[config.mk]
export PLATFORM = sky130hd
export DESIGN_NAME = countdown_timer
export DESIGN_NICKNAME = d
export VERILOG_FILES = /design/src/rtl/countdown_timer_pkg.sv /design/src/rtl/cdt_prescaler.sv /design/src/rtl/cdt_counter.sv /design/src/rtl/countdown_timer.sv
export SDC_FILE = /design/constraint.sdc
export NUM_CORES = 1
export LEC_CHECK = 0
export BUFFER_PORTS_ARGS = -buffer_cell sky130_fd_sc_hd__buf_2
export CAP_MARGIN = 20
export CORE_MARGIN = 2
export CORE_UTILIZATION = 38
export DETAILED_ROUTE_END_ITERATION = 10
export GPL_TIMING_DRIVEN = 0
export HOLD_SLACK_MARGIN = 0.02
export SETUP_SLACK_MARGIN = 0.15
export SLEW_MARGIN = 25
export SYNTH_ARGS = -nofsm -noshare
export SYNTH_HDL_FRONTEND = slang
export SYNTH_HIERARCHICAL = 1
export SYNTH_SLANG_ARGS = --single-unit
[constraint.sdc]
create_clock -name clk -period 3.8 [get_ports clk]
set_input_delay 0.19 -clock clk [delete_from_list [all_inputs] [get_ports clk]]
set_output_delay 0.19 -clock clk [all_outputs]
set_load 0.02 [all_outputs]
[src/rtl/countdown_timer_pkg.sv]
// Shared definitions for the interval timer: register indices and the
// control word layout. Assumes an 8-bit control field in the low byte.
package countdown_timer_pkg;

    typedef enum logic [2:0] {
        IDX_LOAD   = 3'd0,
        IDX_VALUE  = 3'd1,
        IDX_CTRL   = 3'd2,
        IDX_ICLR   = 3'd3,
        IDX_RAW    = 3'd4,
        IDX_MASKED = 3'd5,
        IDX_BGLOAD = 3'd6,
        IDX_SPARE  = 3'd7
    } reg_idx_e;

    typedef struct packed {
        logic       run;
        logic       periodic;
        logic       irq_en;
        logic       rsvd;
        logic [1:0] prescale;
        logic       wide;
        logic       single;
    } ctrl_t;

    localparam logic [7:0] CTRL_RESET = 8'h20;
    localparam logic [7:0] CTRL_KEEP  = 8'hEF;

endpackage

[src/rtl/cdt_prescaler.sv]
// Tick divider: emits one step for every 1, 16 or 256 qualified ticks.
// Assumes PRE_W >= 8. The phase restarts on a control write and while idle.
module cdt_prescaler #(
    parameter int PRE_W = 8
) (
    input  logic       clk,
    input  logic       rst_n,
    input  logic       restart,
    input  logic       run,
    input  logic       tick_en,
    input  logic [1:0] sel,
    output logic       step
);
    localparam logic [PRE_W-1:0] LIM_1   = '0;
    localparam logic [PRE_W-1:0] LIM_16  = PRE_W'(15);
    localparam logic [PRE_W-1:0] LIM_256 = PRE_W'(255);

    logic [PRE_W-1:0] phase_q;
    logic [PRE_W-1:0] limit;

    // Terminal phase for the selected division ratio
    always_comb begin
        case (sel)
            2'b01:   limit = LIM_16;
            2'b10:   limit = LIM_256;
            default: limit = LIM_1;
        endcase
    end

    // Phase counter advancing on qualified ticks
    always_ff @(posedge clk) begin
        if (!rst_n || restart || !run) begin
            phase_q <= '0;
        end else if (tick_en) begin
            phase_q <= (phase_q == limit) ? '0 : phase_q + 1'b1;
        end
    end

    assign step = run && tick_en && !restart && (phase_q == limit);

endmodule

[src/rtl/cdt_counter.sv]
// Down counter with mode-dependent reload. A reload request outranks a step.
// Assumes CNT_W >= SHORT_W. The stored count is always written pre-masked.
module cdt_counter #(
    parameter int CNT_W   = 32,
    parameter int SHORT_W = 16
) (
    input  logic             clk,
    input  logic             rst_n,
    input  logic             step,
    input  logic             reload,
    input  logic [CNT_W-1:0] load_val,
    input  logic             single,
    input  logic             periodic,
    input  logic             wide,
    output logic [CNT_W-1:0] count,
    output logic             expire
);
    localparam logic [CNT_W-1:0] MASK_SHORT = {{(CNT_W-SHORT_W){1'b0}}, {SHORT_W{1'b1}}};
    localparam logic [CNT_W-1:0] MASK_WIDE  = '1;
    localparam logic [CNT_W-1:0] ONE        = CNT_W'(1);

    logic [CNT_W-1:0] cnt_q;
    logic [CNT_W-1:0] mask;
    logic [CNT_W-1:0] cur;
    logic [CNT_W-1:0] target;

    // Size mask, visible value and reload target
    always_comb begin
        mask   = wide ? MASK_WIDE : MASK_SHORT;
        cur    = cnt_q & mask;
        target = (!single && !periodic) ? mask : (load_val & mask);
    end

    // Count register: reload, wrap/park at zero, or decrement
    always_ff @(posedge clk) begin
        if (!rst_n) begin
            cnt_q <= '0;
        end else if (reload) begin
            cnt_q <= target;
        end else if (step) begin
            if (cur == '0) begin
                if (!single) cnt_q <= target;
            end else begin
                cnt_q <= cur - ONE;
            end
        end
    end

    assign count  = cur;
    assign expire = step && !reload && (cur == ONE);

endmodule

[src/rtl/countdown_timer.sv]
// Single timer channel: register decode, control/load storage, sticky raw
// flag and interrupt gating. Assumes a 3-bit word index and DATA_W >= 16.
module countdown_timer
    import countdown_timer_pkg::*;
#(
    parameter int ADDR_W  = 3,
    parameter int DATA_W  = 32,
    parameter int SHORT_W = 16,
    parameter int PRE_W   = 8
) (
    input  logic              clk,
    input  logic              rst_n,
    input  logic              tick_en,
    input  logic              req_wr,
    input  logic [ADDR_W-1:0] req_addr,
    input  logic [DATA_W-1:0] req_wdata,
    output logic [DATA_W-1:0] rd_data,
    output logic              irq
);
    ctrl_t             ctrl_q, ctrl_eff;
    logic [DATA_W-1:0] load_q, load_eff;
    logic              raw_q;
    logic              wr_load, wr_bg, wr_ctrl, wr_clr;
    logic              step, reload, expire;
    logic [DATA_W-1:0] count_now;

    // Write decode per register index
    always_comb begin
        wr_load = req_wr && (req_addr == ADDR_W'(IDX_LOAD));
        wr_bg   = req_wr && (req_addr == ADDR_W'(IDX_BGLOAD));
        wr_ctrl = req_wr && (req_addr == ADDR_W'(IDX_CTRL));
        wr_clr  = req_wr && (req_addr == ADDR_W'(IDX_ICLR));
    end

    // Values in force this cycle, so a reload sees the data being written
    always_comb begin
        ctrl_eff = wr_ctrl ? ctrl_t'(req_wdata[7:0] & CTRL_KEEP) : ctrl_q;
        load_eff = (wr_load || wr_bg) ? req_wdata : load_q;
        reload   = wr_load || (wr_ctrl && req_wdata[7]);
    end

    // Control and load storage
    always_ff @(posedge clk) begin
        if (!rst_n) begin
            ctrl_q <= ctrl_t'(CTRL_RESET);
            load_q <= '0;
        end else begin
            ctrl_q <= ctrl_eff;
            load_q <= load_eff;
        end
    end

    // Sticky raw flag; a new expiry outranks a clear
    always_ff @(posedge clk) begin
        if (!rst_n)      raw_q <= 1'b0;
        else if (expire) raw_q <= 1'b1;
        else if (wr_clr) raw_q <= 1'b0;
    end

    cdt_prescaler #(.PRE_W(PRE_W)) u_pre (
        .clk     (clk),
        .rst_n   (rst_n),
        .restart (wr_ctrl),
        .run     (ctrl_q.run),
        .tick_en (tick_en),
        .sel     (ctrl_q.prescale),
        .step    (step)
    );

    cdt_counter #(.CNT_W(DATA_W), .SHORT_W(SHORT_W)) u_cnt (
        .clk      (clk),
        .rst_n    (rst_n),
        .step     (step),
        .reload   (reload),
        .load_val (load_eff),
        .single   (ctrl_eff.single),
        .periodic (ctrl_eff.periodic),
        .wide     (ctrl_eff.wide),
        .count    (count_now),
        .expire   (expire)
    );

    // Read multiplexer; unmapped indices return zero
    always_comb begin
        rd_data = '0;
        case (req_addr)
            ADDR_W'(IDX_LOAD),
            ADDR_W'(IDX_BGLOAD): rd_data = load_q;
            ADDR_W'(IDX_VALUE):  rd_data = count_now;
            ADDR_W'(IDX_CTRL):   rd_data = DATA_W'(ctrl_q);
            ADDR_W'(IDX_RAW):    rd_data = DATA_W'(raw_q);
            ADDR_W'(IDX_MASKED): rd_data = DATA_W'(raw_q && ctrl_q.irq_en);
            default:             rd_data = '0;
        endcase
    end

    assign irq = raw_q && ctrl_q.irq_en;

endmodule

==> flow_summary.toml <==
[worst_hold_path]
min_path_type = "input port to register"

[setup_path]
cp-end-kind = "register"
required_ps = 4090
slowest_stage = "nor4b_1"
crit_arrival_ps = 3440
cp-start-kind = "register"
crit_type = "register to register"
crit_fanout = 8
max_stage_delay_ps = 850
path_cells = "inv_1 > ha_1 > nand2b_1 > o2bb2ai_1 > and4b_1 > nand4_1 > nor4b_1 > a21oi_1 > nor2b_1"

[sta]
rsz0062_at_grt = "no"
period_share_pct = 82.9
hold_violations = 0
setup_violations = 0
whs_ps = 90.5
fmax_mhz = 317
clock_skew_ps = 5.12
relSlewSlack_pct = 32.7
final_max_slew_viol_count = 0
tightest_slew_ps = 995
post-route-min-period_ps = 3150
finalSetupTns_ps = 0

[global_routing]
antenna_found_initial = 0
grt.overflow.total = 0
grt_util_all_layers_pct = 24.6
grt_pass1_vias = 5662
grt_first_pass_wirelength_um = 31100
grt_max_degree = 14

[die]
die_h_um = 128
initial_core_util_pct = 38.6
die-area_um2 = 16300
coreArea_um2 = 15000
io_pins = 72
die_w_um = 128
row_count = 45

[flow_run]
max_cap_viol_count = 0

[finish]
final_nets = 823
area_growth_pct = 15.9
n_antenna_cell = 0
drive_gt1_share_pct = 23.7

[power_and_ir_drop]
switching_power_mw = 1.03
p_comb_share_pct = 33.1
p_int_mw = 1.83
power_frac_clock_pct = 34.5
p_per_area_nw_per_um2 = 425
ir_drop_uv = 236
swShare_pct = 35.9
p_leak_nw = 2.71
p_seq_share_pct = 32.5

[cts]
cts_repair_resize_count = 0
cts_tree = "done"
postCtsHoldBufs = 0
clock_latency_ps = 350
cts.sinks = 80
cts_buffers = 9
cts_buffer_depth = 2
ctsRootBufferMaster = "clkbuf_16"
clk_pin_slew_worst_paths_ps = 60
post-cts-setup-buffers = 0
h-tree-depth = 3

[detailed_routing]
via_count = 5893
avgViaCountPerCell = 6.06
drtIter0Drc = 545
firstDrtPassIters = 5
wl_per_cell_um = 20.6
drc = 0
drtAntennaViolNets = 0
routed_wl_um = 20100

[synthesis]
synth_top_area_share_pct = 27.6
ys_warn_count = 6
synth_ff_type = "dfxtp_1"
synth_largest_area_cell = "dfxtp_1"
yosysSeqAreaShare_pct = 27.6
synth_async_sr_flop_share_pct = 0
avgSynthCellArea_um2 = 8.30
syn_inst = 699
synth_area_leaders = "dfxtp_1 28%, mux2_4 8.0%, nand2_1 7.2%"
syn-num-nets = 742
synth_edf_count = 0
ys_ff_latch = 80
ys_types = 71
syn_area_um2 = 5800

[place]
dp_hpwl_um = 14800
portBuffers = 69
gp_congestion = 0.958

[status]
status = "completed"
stage by stage:
stage	setup WS [ps]	cells	utilization [%]	area, um2	power [mW]
5_1_grt	432	973	44.7	6730	2.98
4_1_cts	764	973	44.7	6730	2.84
3_3_place_gp	148	956	42.5	6380	1.85
2_1_floorplan	1440	699	-	5800	1.59
3_5_place_dp	571	957	42.5	6390	1.86
6_report	649	973	44.7	6730	2.86
Yosys cell counts (3+ instances only):
master,number
o21ai_0,37
clkbuf_1,25
a21oi_1,28
ha_1,4
buf_2,8
a32oi_1,7
nor4_1,8
or4_1,9
and2_1,20
buf_4,23
mux2_4,31
mux2_2,10
o22ai_1,3
a22o_1,25
nand3_1,18
nor2b_1,8
a211oi_1,5
a32o_1,3
nand3b_1,3
buf_6,7
nand2b_1,3
nor3_1,11
o21ai_1,10
buf_12,3
o41ai_1,5
o31ai_1,5
inv_1,12
or3_1,8
nor2_1,41
nand2_1,112
o311ai_1,6
xnor2_1,3
mux2i_1,39
xor2_1,4
o211ai_1,7
nand4_1,6
dfxtp_1,80
a31oi_1,20
placed cells by master (no fill, tap or decap), types with 3 or more instances in the layout:
cell         n
a21oi_1     28
nand2_1    112
clkbuf_1    25
o211ai_1     7
mux2_4      31
mux2_2      10
ha_1         4
or4_1        9
nand2b_1     3
dfxtp_1     80
o22ai_1      3
nand3_1     18
inv_1       12
a211oi_1     5
buf_4       23
o21ai_0     37
buf_2       78
nor3_1      11
buf_12       3
buf_6        7
o31ai_1      5
xor2_1       4
and2_1      20
a22o_1      25
nand4_1      6
nor2b_1      8
xnor2_1      3
clkbuf_16    9
or3_1        8
o311ai_1     6
a31oi_1     20
mux2i_1     39
nand3b_1     3
nor2_1      41
a32oi_1      7
nor4_1       8
o21ai_1     10
o41ai_1      5
a32o_1       3
registers in the layout, summed over array words and instances, names as in the netlist:
signal,cells
load_q,32
u_cnt/cnt_q,32
u_pre/phase_q,8
ctrl_q,7
raw_q,1
worst paths after layout:
kind,cells after the start,startpoint,to,slack (ps)
setup reg to reg,9,ctrl_q[2],raw_q,650
hold reg to reg,2,load_q[15],load_q[15],480
hold / removal,3,req_wdata[18],load_q[18],90
setup / recovery,9,ctrl_q[2],raw_q,650
layer usage:
layer	vias to the layer above	global-route usage, %	wire length [um]
met5	-	0	0
met4	0	9.89	588
met3	49	3.73	1410
met2	274	37.4	9020
met1	2841	34.8	9050
li1	2729	-	-
worst max-delay path, delay by kind of cell, from the launching register on:
kind                       cells  cell delay [ps]
buffers and inverters          1               50
adders and majority gates      1              300
DFF                            1              360
and+or+nand+nor                5             1760
AOI/OAI and AO/OA              2              610
cell type report:
class / instances / area, um2
flip-flops and latches: 80 / 1600
inverters: 12 / 45.0
plain buffers: 66 / 445
clock inverters: 5 / 78.8
fillers: 1495 / 8310
multi-input cells: 541 / 3720
clock buffers: 11 / 253
repair buffers: 70 / 350
well taps: 188 / 235
power by group through the flow:
stage               combinational [mW]  sequential (mW)  clock [mW]
floorplan                        0.663            0.927           0
global placement                 0.907            0.942           0
detailed placement               0.915            0.943           0
CTS                              0.921            0.925       0.991
global route                      1.02            0.933        1.03
finish                           0.945            0.928       0.985
kinds of logic after synthesis:
kind of cell | share of synthesized area [%]
AOI/OAI and AO/OA | 22.0
adders and majority gates | 0.862
and+or+nand+nor | 23.1
muxes | 16.7
DFF | 27.6
buffers and inverters | 8.45
xor gates and xnor gates | 1.34
Power figures use the tool's default switching activity.
